### config.mk
export PLATFORM = sky130hd
export DESIGN_NAME = slowcnt_top
export DESIGN_NICKNAME = d
export VERILOG_FILES = /design/src/rtl/slowcnt_pkg.sv /design/src/rtl/slowcnt_core.sv /design/src/rtl/slowcnt_match.sv /design/src/rtl/slowcnt_flags.sv /design/src/rtl/slowcnt_top.sv
export SDC_FILE = /design/constraint.sdc
export NUM_CORES = 1
export LEC_CHECK = 0
export ABC_AREA = 1
export BUFFER_PORTS_ARGS = -buffer_cell sky130_fd_sc_hd__buf_2
export CORE_UTILIZATION = 45
export DETAILED_ROUTE_END_ITERATION = 6
export GPL_TIMING_DRIVEN = 0
export PLACE_DENSITY = 0.7
export SETUP_SLACK_MARGIN = 0.05
export SYNTH_ARGS = -nofsm -noshare
export SYNTH_HDL_FRONTEND = slang
export SYNTH_SLANG_ARGS = --single-unit
### constraint.sdc
create_clock -name clk -period 3.45 [get_ports clk]
set_clock_uncertainty 0.2 [all_clocks]
set_input_delay 0.345 -clock clk [delete_from_list [all_inputs] [get_ports clk]]
set_output_delay 0.345 -clock clk [all_outputs]
set_load 0.03 [all_outputs]
### src/rtl/slowcnt_pkg.sv
package slowcnt_pkg;

   localparam int NUM_CMP   = 2;
   localparam int NUM_FLAGS = NUM_CMP + 1;
   localparam int FLAG_WRAP = 0;
   localparam int ADDR_W    = 2;

   typedef enum logic [ADDR_W-1:0] {
      ADR_FLAGS = 2'd0,
      ADR_IEN   = 2'd1,
      ADR_CLR   = 2'd2,
      ADR_SPARE = 2'd3
   } slowcnt_addr_e;

endpackage

### src/rtl/slowcnt_core.sv
module slowcnt_core #(
   parameter int CNT_W   = 24,
   parameter bit HAS_TOP = 1'b1
) (
   input  logic             clk,
   input  logic             rst_n,
   input  logic             run_i,
   input  logic             adv_i,
   input  logic             top_sel_i,
   input  logic [CNT_W-1:0] top_val_i,
   output logic [CNT_W-1:0] count_o,
   output logic             wrap_o
);

   localparam logic [CNT_W-1:0] CNT_MAX = {CNT_W{1'b1}};

   logic [CNT_W-1:0] cnt_q;
   logic             at_max;
   logic             at_top;

   assign at_max = (cnt_q == CNT_MAX);

   generate
      if (HAS_TOP) begin : g_top
         assign at_top = top_sel_i && (cnt_q == top_val_i);
      end else begin : g_no_top
         logic unused_top;
         assign unused_top = top_sel_i ^ (^top_val_i);
         assign at_top     = 1'b0;
      end
   endgenerate

   assign wrap_o = adv_i && (at_max || at_top);

   always_ff @(posedge clk or negedge rst_n) begin
      if (!rst_n) begin
         cnt_q <= '0;
      end else if (!run_i) begin
         cnt_q <= '0;
      end else if (wrap_o) begin
         cnt_q <= '0;
      end else if (adv_i) begin
         cnt_q <= cnt_q + 1'b1;
      end
   end

   assign count_o = cnt_q;

endmodule

### src/rtl/slowcnt_match.sv
module slowcnt_match #(
   parameter int CNT_W = 24,
   parameter int NCMP  = 2
) (
   input  logic             adv_i,
   input  logic [CNT_W-1:0] count_i,
   input  logic [CNT_W-1:0] cmp_i [NCMP],
   output logic [NCMP-1:0]  hit_o
);

   generate
      for (genvar k = 0; k < NCMP; k++) begin : g_cmp
         assign hit_o[k] = adv_i && (count_i == cmp_i[k]);
      end
   endgenerate

endmodule

### src/rtl/slowcnt_flags.sv
module slowcnt_flags
   import slowcnt_pkg::*;
#(
   parameter int NFLAG = 3
) (
   input  logic              clk,
   input  logic              rst_n,
   input  logic [NFLAG-1:0]  set_i,
   input  logic              wr_i,
   input  logic [ADDR_W-1:0] addr_i,
   input  logic [NFLAG-1:0]  wdata_i,
   output logic [NFLAG-1:0]  flags_o,
   output logic [NFLAG-1:0]  ien_o,
   output logic              irq_o,
   output logic [NFLAG-1:0]  rdata_o
);

   logic [NFLAG-1:0] flg_q;
   logic [NFLAG-1:0] ien_q;
   logic [NFLAG-1:0] clr_mask;
   slowcnt_addr_e    adr;

   assign adr      = slowcnt_addr_e'(addr_i);
   assign clr_mask = (wr_i && adr == ADR_CLR) ? wdata_i : '0;

   always_ff @(posedge clk or negedge rst_n) begin
      if (!rst_n) begin
         flg_q <= '0;
      end else begin
         flg_q <= (flg_q & ~clr_mask) | set_i;
      end
   end

   always_ff @(posedge clk or negedge rst_n) begin
      if (!rst_n) begin
         ien_q <= '0;
      end else if (wr_i && adr == ADR_IEN) begin
         ien_q <= wdata_i;
      end
   end

   always_comb begin
      unique case (adr)
         ADR_FLAGS: rdata_o = flg_q;
         ADR_IEN:   rdata_o = ien_q;
         default:   rdata_o = '0;
      endcase
   end

   assign flags_o = flg_q;
   assign ien_o   = ien_q;
   assign irq_o   = |(flg_q & ien_q);

endmodule

### src/rtl/slowcnt_top.sv
module slowcnt_top
   import slowcnt_pkg::*;
#(
   parameter int CNT_W   = 24,
   parameter bit HAS_TOP = 1'b1
) (
   input  logic                 clk,
   input  logic                 rst_n,
   input  logic                 tick_en,
   input  logic                 dbg_halt,
   input  logic                 cfg_run,
   input  logic                 cfg_dbg_run,
   input  logic                 cfg_top_sel,
   input  logic [CNT_W-1:0]     cmp0_val,
   input  logic [CNT_W-1:0]     cmp1_val,
   input  logic                 reg_wr,
   input  logic [ADDR_W-1:0]    reg_addr,
   input  logic [NUM_FLAGS-1:0] reg_wdata,
   output logic [NUM_FLAGS-1:0] reg_rdata,
   output logic [CNT_W-1:0]     count_o,
   output logic [NUM_FLAGS-1:0] flags_o,
   output logic                 irq_o
);

   generate
      if (CNT_W < 2 || CNT_W > 32) begin : g_bad_width
         $error("slowcnt_top: CNT_W must lie in 2..32");
      end
      if (NUM_CMP < 1) begin : g_bad_cmp
         $error("slowcnt_top: at least one compare channel required");
      end
   endgenerate

   logic                 adv;
   logic                 wrap;
   logic [NUM_CMP-1:0]   hit;
   logic [CNT_W-1:0]     cmp_arr [NUM_CMP];
   logic [NUM_FLAGS-1:0] ev;
   logic [NUM_FLAGS-1:0] ien;

   assign adv        = cfg_run && tick_en && (!dbg_halt || cfg_dbg_run);
   assign cmp_arr[0] = cmp0_val;
   assign cmp_arr[1] = cmp1_val;
   assign ev         = {hit, wrap};

   slowcnt_core #(.CNT_W(CNT_W), .HAS_TOP(HAS_TOP)) u_core (
      .clk       (clk),
      .rst_n     (rst_n),
      .run_i     (cfg_run),
      .adv_i     (adv),
      .top_sel_i (cfg_top_sel),
      .top_val_i (cmp0_val),
      .count_o   (count_o),
      .wrap_o    (wrap)
   );

   slowcnt_match #(.CNT_W(CNT_W), .NCMP(NUM_CMP)) u_match (
      .adv_i   (adv),
      .count_i (count_o),
      .cmp_i   (cmp_arr),
      .hit_o   (hit)
   );

   slowcnt_flags #(.NFLAG(NUM_FLAGS)) u_flags (
      .clk     (clk),
      .rst_n   (rst_n),
      .set_i   (ev),
      .wr_i    (reg_wr),
      .addr_i  (reg_addr),
      .wdata_i (reg_wdata),
      .flags_o (flags_o),
      .ien_o   (ien),
      .irq_o   (irq_o),
      .rdata_o (reg_rdata)
   );

endmodule

==> run summary <==
Setup violations remaining at the end of the flow were counted as 0. The post-route cell area was 0.003503 mm². The library cell appearing most often on the critical path is sky130_fd_sc_hd__nor2_2. Per report_power, the clock group accounts for 35.1% of the total.

In this run, the combinational gates consume 17.6% of the power. The CTS H-tree depth was 2; the post-synthesis net count was 538. First-pass iteration count of the detailed router: 4. The switching share of power is 29.16%, and the synthesized-area fraction occupied by xor and xnor cells is 9.170%. The type of the tightest min-delay check is in2reg. For flop-to-flop paths, the worst setup slack is 1.15 ns. The startpoint identified for the worst register-to-register timing path is u_core.count_o[0]$_DFFE_PN0P_.

The total power per unit cell area is 222.5 mW/mm². sky130_fd_sc_hd__dfrtp_1 takes more of the synthesized area than any other cell. The clock-pin slew reported for the worst setup and hold paths after clock tree synthesis came out at 0.06 ns.

During synthesis, Yosys emitted a total of 0 warnings. Cell internal power was estimated by the tool at 552.3 µW. In this run the most critical hold path is launched from reg_wdata[0].

The critical path goes through ha_1 > nand3_2 > nor2_2 > nand4_1 > nor2_2 > nand3b_4 > buf_6 > nand3_1 > nand2_1. Timing would allow up to 435.6 MHz. Row generation in the floorplan step produced 28 rows.

The multiplexer share of the synthesized area is 0%, and the diode insertion count for antenna repair is 0. The post-route netlist has 25.04% of its cells at a drive strength greater than 1. The run gives 2891 as the via count of the first global-routing pass. The count of buffering cells on the critical path with inverters included was 1. The synthesized flop and latch total was 30. The total routing resource utilization after global routing is 28.03%, and the number of sinks driven by the clock tree is 30. Master of the slowest instance on the critical path: sky130_fd_sc_hd__dfrtp_1. The logs give 3.42 ns for the data required time at the worst endpoint and 637 for the net count reported at finish. The area enclosed by the die boundary was 0.006690 mm²; the complex-gate fraction of the synthesized area was 4.891%. The worst endpoint data arrival time was 2.26 ns; the number of DRC markers in iteration 0 was 178. The worst-case IR drop observed on VDD is 0.1377 mV. The path with the worst hold slack has its endpoint at u_flags.ien_o[0]$_DFFE_PN0P_. Routability-driven placement finished with a final weighted congestion of 0.8982.

No sink is reached through more buffers than the 2 on the longest clock path. Clock tree synthesis selected as its root buffer the cell sky130_fd_sc_hd__clkbuf_8. Terminus of the critical flop-to-flop path: u_core.count_o[21]$_DFFE_PN0P_. Input and output buffers added on the ports amount to 91.

The first global-routing pass estimated 13900 µm of wire. Summed over all nets, the switching power comes to 227.3 µW. The minimum clock period after layout came out at 2.296 ns. Setup repair after global routing left no endpoint under its margin. Entering global routing, the biggest net connects 31 pins.

The share of the clock period used by the worst path came out at 66.54%. The later pin in the worst-skew pair is clocked with a latency of 0.28 ns. The number of vias after detailed routing was 3246. The critical path startpoint category is a flop. The tools report the final count of hold timing violations as 0. Once routing completed, OpenROAD measured the worst setup slack at 1.154 ns.

The length in cells of the worst reg-to-reg path was 9. The critical path in this run is classified as reg2reg. Among all cell types in the netlist, the one instantiated most often is sky130_fd_sc_hd__nand2_1. Counting flops with a built-in enable in the synthesized netlist gives 0.

The count of unique library cells instantiated by Yosys was 28. The per-instance average area after synthesis is 6.019 µm². The post-synthesis adder-cell area fraction works out to 0.4367%. TritonCTS built the clock tree. Summing all placed instances gives a cell area of 0.003415 mm². The tools report the number of post-CTS setup repair buffers as 0. Among all flip-flop cells after synthesis, the most frequent one is sky130_fd_sc_hd__dfrtp_1. The cell count of the worst hold path was 3; the post-placement setup slack was 1.196 ns. The largest fanout on the critical path was 10; the remaining antenna violation count was 0. The critical path's top delay family is simple AND/OR/NAND/NOR gates. The combinational family with the most area after synthesis is simple AND/OR/NAND/NOR gates.

For this design the static power due to leakage is 0.001886 µW. The die is 81.80 µm wide. The number of max-slew violations in the final report is 0, and the max-slew headroom at the worst pin is 51.80%.

Setup total negative slack on the finished layout was measured at 0 ns. The fraction of the yosys area taken by sequential cells came out at 26.20%. In the routed layout, each cell is associated on average with a via count of 4.994. After synthesis, the most frequently instantiated cells are sky130_fd_sc_hd__nand2_1, sky130_fd_sc_hd__nor2_1, sky130_fd_sc_hd__inv_1.

In the final routed layout, each cell accounts on average for 13.85 µm. The biggest cell delay along the critical path was 0.48 ns. The total half-perimeter wirelength after legalization and detailed placement is 7036 µm, and the area of the core is 0.006026 mm². The synthesized netlist occupies a cell area of 0.002865 mm².

The floorplan step set the die height to 81.80 µm. The initial antenna violation count was 0; the instance count of the mapped netlist was 476. The run finished with clean final reports.

By area the synthesized netlist is led by sky130_fd_sc_hd__dfrtp_1, sky130_fd_sc_hd__nand2_1, sky130_fd_sc_hd__nor2_1. For this configuration, the core starts out at a cell density of 47.55%. Number of clock buffers inserted by TritonCTS: 5. 92 I/O pins were placed.

Total detailed-routing wirelength: 9005 µm. The synthesized design devotes to its leading area cell type 26.20% of total area. In the routed design, unresolved DRC markers number 0. Relative to the synthesized area, the layout overhead comes to 22.27%.

Max-cap violations in this run came to 0. For the sequential power share, the log shows 47.3%. The tools report the nature of the critical path endpoint as a flop. At the pin with the least slew margin, the transition time is 0.7230 ns. The synthesized-area fraction occupied by and/or/nand/nor cells works out to 47.95%.

The total overflow left after global routing is 0. After synthesis, the share of flip-flops with an asynchronous set or reset is 100.0%.
## worst max-delay path by stage
stage          cells after the start                              to                     startpoint  slack [ns]
2_1_floorplan                      9  u_core.count_o[22]$_DFFE_PN0P_  u_core.count_o[0]$_DFFE_PN0P_        1.35
6_report                           9  u_core.count_o[21]$_DFFE_PN0P_  u_core.count_o[0]$_DFFE_PN0P_        1.15
5_1_grt                            9  u_core.count_o[21]$_DFFE_PN0P_  u_core.count_o[1]$_DFFE_PN0P_        1.04
4_1_cts                            9  u_core.count_o[21]$_DFFE_PN0P_  u_core.count_o[0]$_DFFE_PN0P_        1.18
3_5_place_dp                       9  u_core.count_o[11]$_DFFE_PN0P_  u_core.count_o[0]$_DFFE_PN0P_        1.20
3_3_place_gp                       9  u_core.count_o[21]$_DFFE_PN0P_  u_core.count_o[0]$_DFFE_PN0P_        1.22
## metal layers
layer,part of all wire [%],vias to the layer above,global-route usage [%]
met5,0,-,0
met3,6.7,16,4.111
met1,45,1429,37.84
li1,-,1662,-
met4,2.1,0,8.596
met2,46,139,45.87
## layout make-up
class	count	area [µm²]
fill	658	2522
inverter	53	198.9
sequential	30	750.7
timing repair buffer	92	465.4
multi-input combinational	373	1789
clock inverter	2	10.01
clock buffer	5	68.82
tap	75	93.84
buffer	20	126.4
## registers in the layout, indices dropped and copies added, names as in the netlist
name and cells:
u_core.count_o 24, u_flags.flags_o 3, u_flags.ien_o 3
## power by group through the flow
| stage | Combinational, µW | Clock, µW | Sequential (µW) |
|---|---|---|---|
| global placement | 134 | 0 | 375 |
| detailed placement | 137 | 0 | 375 |
| finish | 137 | 274 | 368 |
| floorplan | 65.4 | 0 | 378 |
| CTS | 138 | 281 | 368 |
| global route | 155 | 293 | 370 |
## timing repair
action | in CTS | in global routing
hold buffers | 1 | 0
resized for setup | 0 | 0
hold endpoints to repair | 30 | 0
## cells in the final DEF, fill, tap and decap left out, types with 5 or more instances in the layout
cell type,netlist,final
sky130_fd_sc_hd__nand2_1,181,181
sky130_fd_sc_hd__buf_2,10,101
sky130_fd_sc_hd__nor2_1,61,61
sky130_fd_sc_hd__inv_1,46,46
sky130_fd_sc_hd__nand3_1,38,38
sky130_fd_sc_hd__dfrtp_1,30,30
sky130_fd_sc_hd__o21ai_0,18,18
sky130_fd_sc_hd__xnor2_1,16,16
sky130_fd_sc_hd__xor2_1,14,14
sky130_fd_sc_hd__nand3_2,12,12
sky130_fd_sc_hd__inv_2,7,7
sky130_fd_sc_hd__nor2_2,6,6
sky130_fd_sc_hd__a21oi_1,6,6
sky130_fd_sc_hd__nand4_1,5,5
sky130_fd_sc_hd__buf_6,5,5
sky130_fd_sc_hd__nor3_1,5,5
sky130_fd_sc_hd__clkbuf_8,0,5
## worst register-to-register path, cell delays in order, from the launching register on
cell	delay (ns)
sky130_fd_sc_hd__dfrtp_1	0.48
sky130_fd_sc_hd__ha_1	0.32
sky130_fd_sc_hd__nand3_2	0.24
sky130_fd_sc_hd__nor2_2	0.20
sky130_fd_sc_hd__nand4_1	0.12
sky130_fd_sc_hd__nor2_2	0.15
sky130_fd_sc_hd__nand3b_4	0.15
sky130_fd_sc_hd__buf_6	0.20
sky130_fd_sc_hd__nand3_1	0.09
sky130_fd_sc_hd__nand2_1	0.06
## through the flow
stage               total power (µW)  std cells  hold slack (ns)  utilization [%]
floorplan                      442.9        476          -0.1506                -
global placement               508.4        642           0.2230            56.67
detailed placement             511.4        642           0.2432            56.67
CTS                            787.2        650           0.1407            58.14
global route                   817.3        650           0.1454            58.14
finish                         779.6        650           0.1403            58.14
## kinds of logic (layout without fill, tap and decap cells)
kind of cell    after synthesis  after routing
flops                        30             30
xor+xnor                     30             30
simple gates                315            315
fa+ha+maj                     1              1
compound gates               27             27
buf+inv                      73            172
No activity file was read; power rests on OpenSTA's default activity.
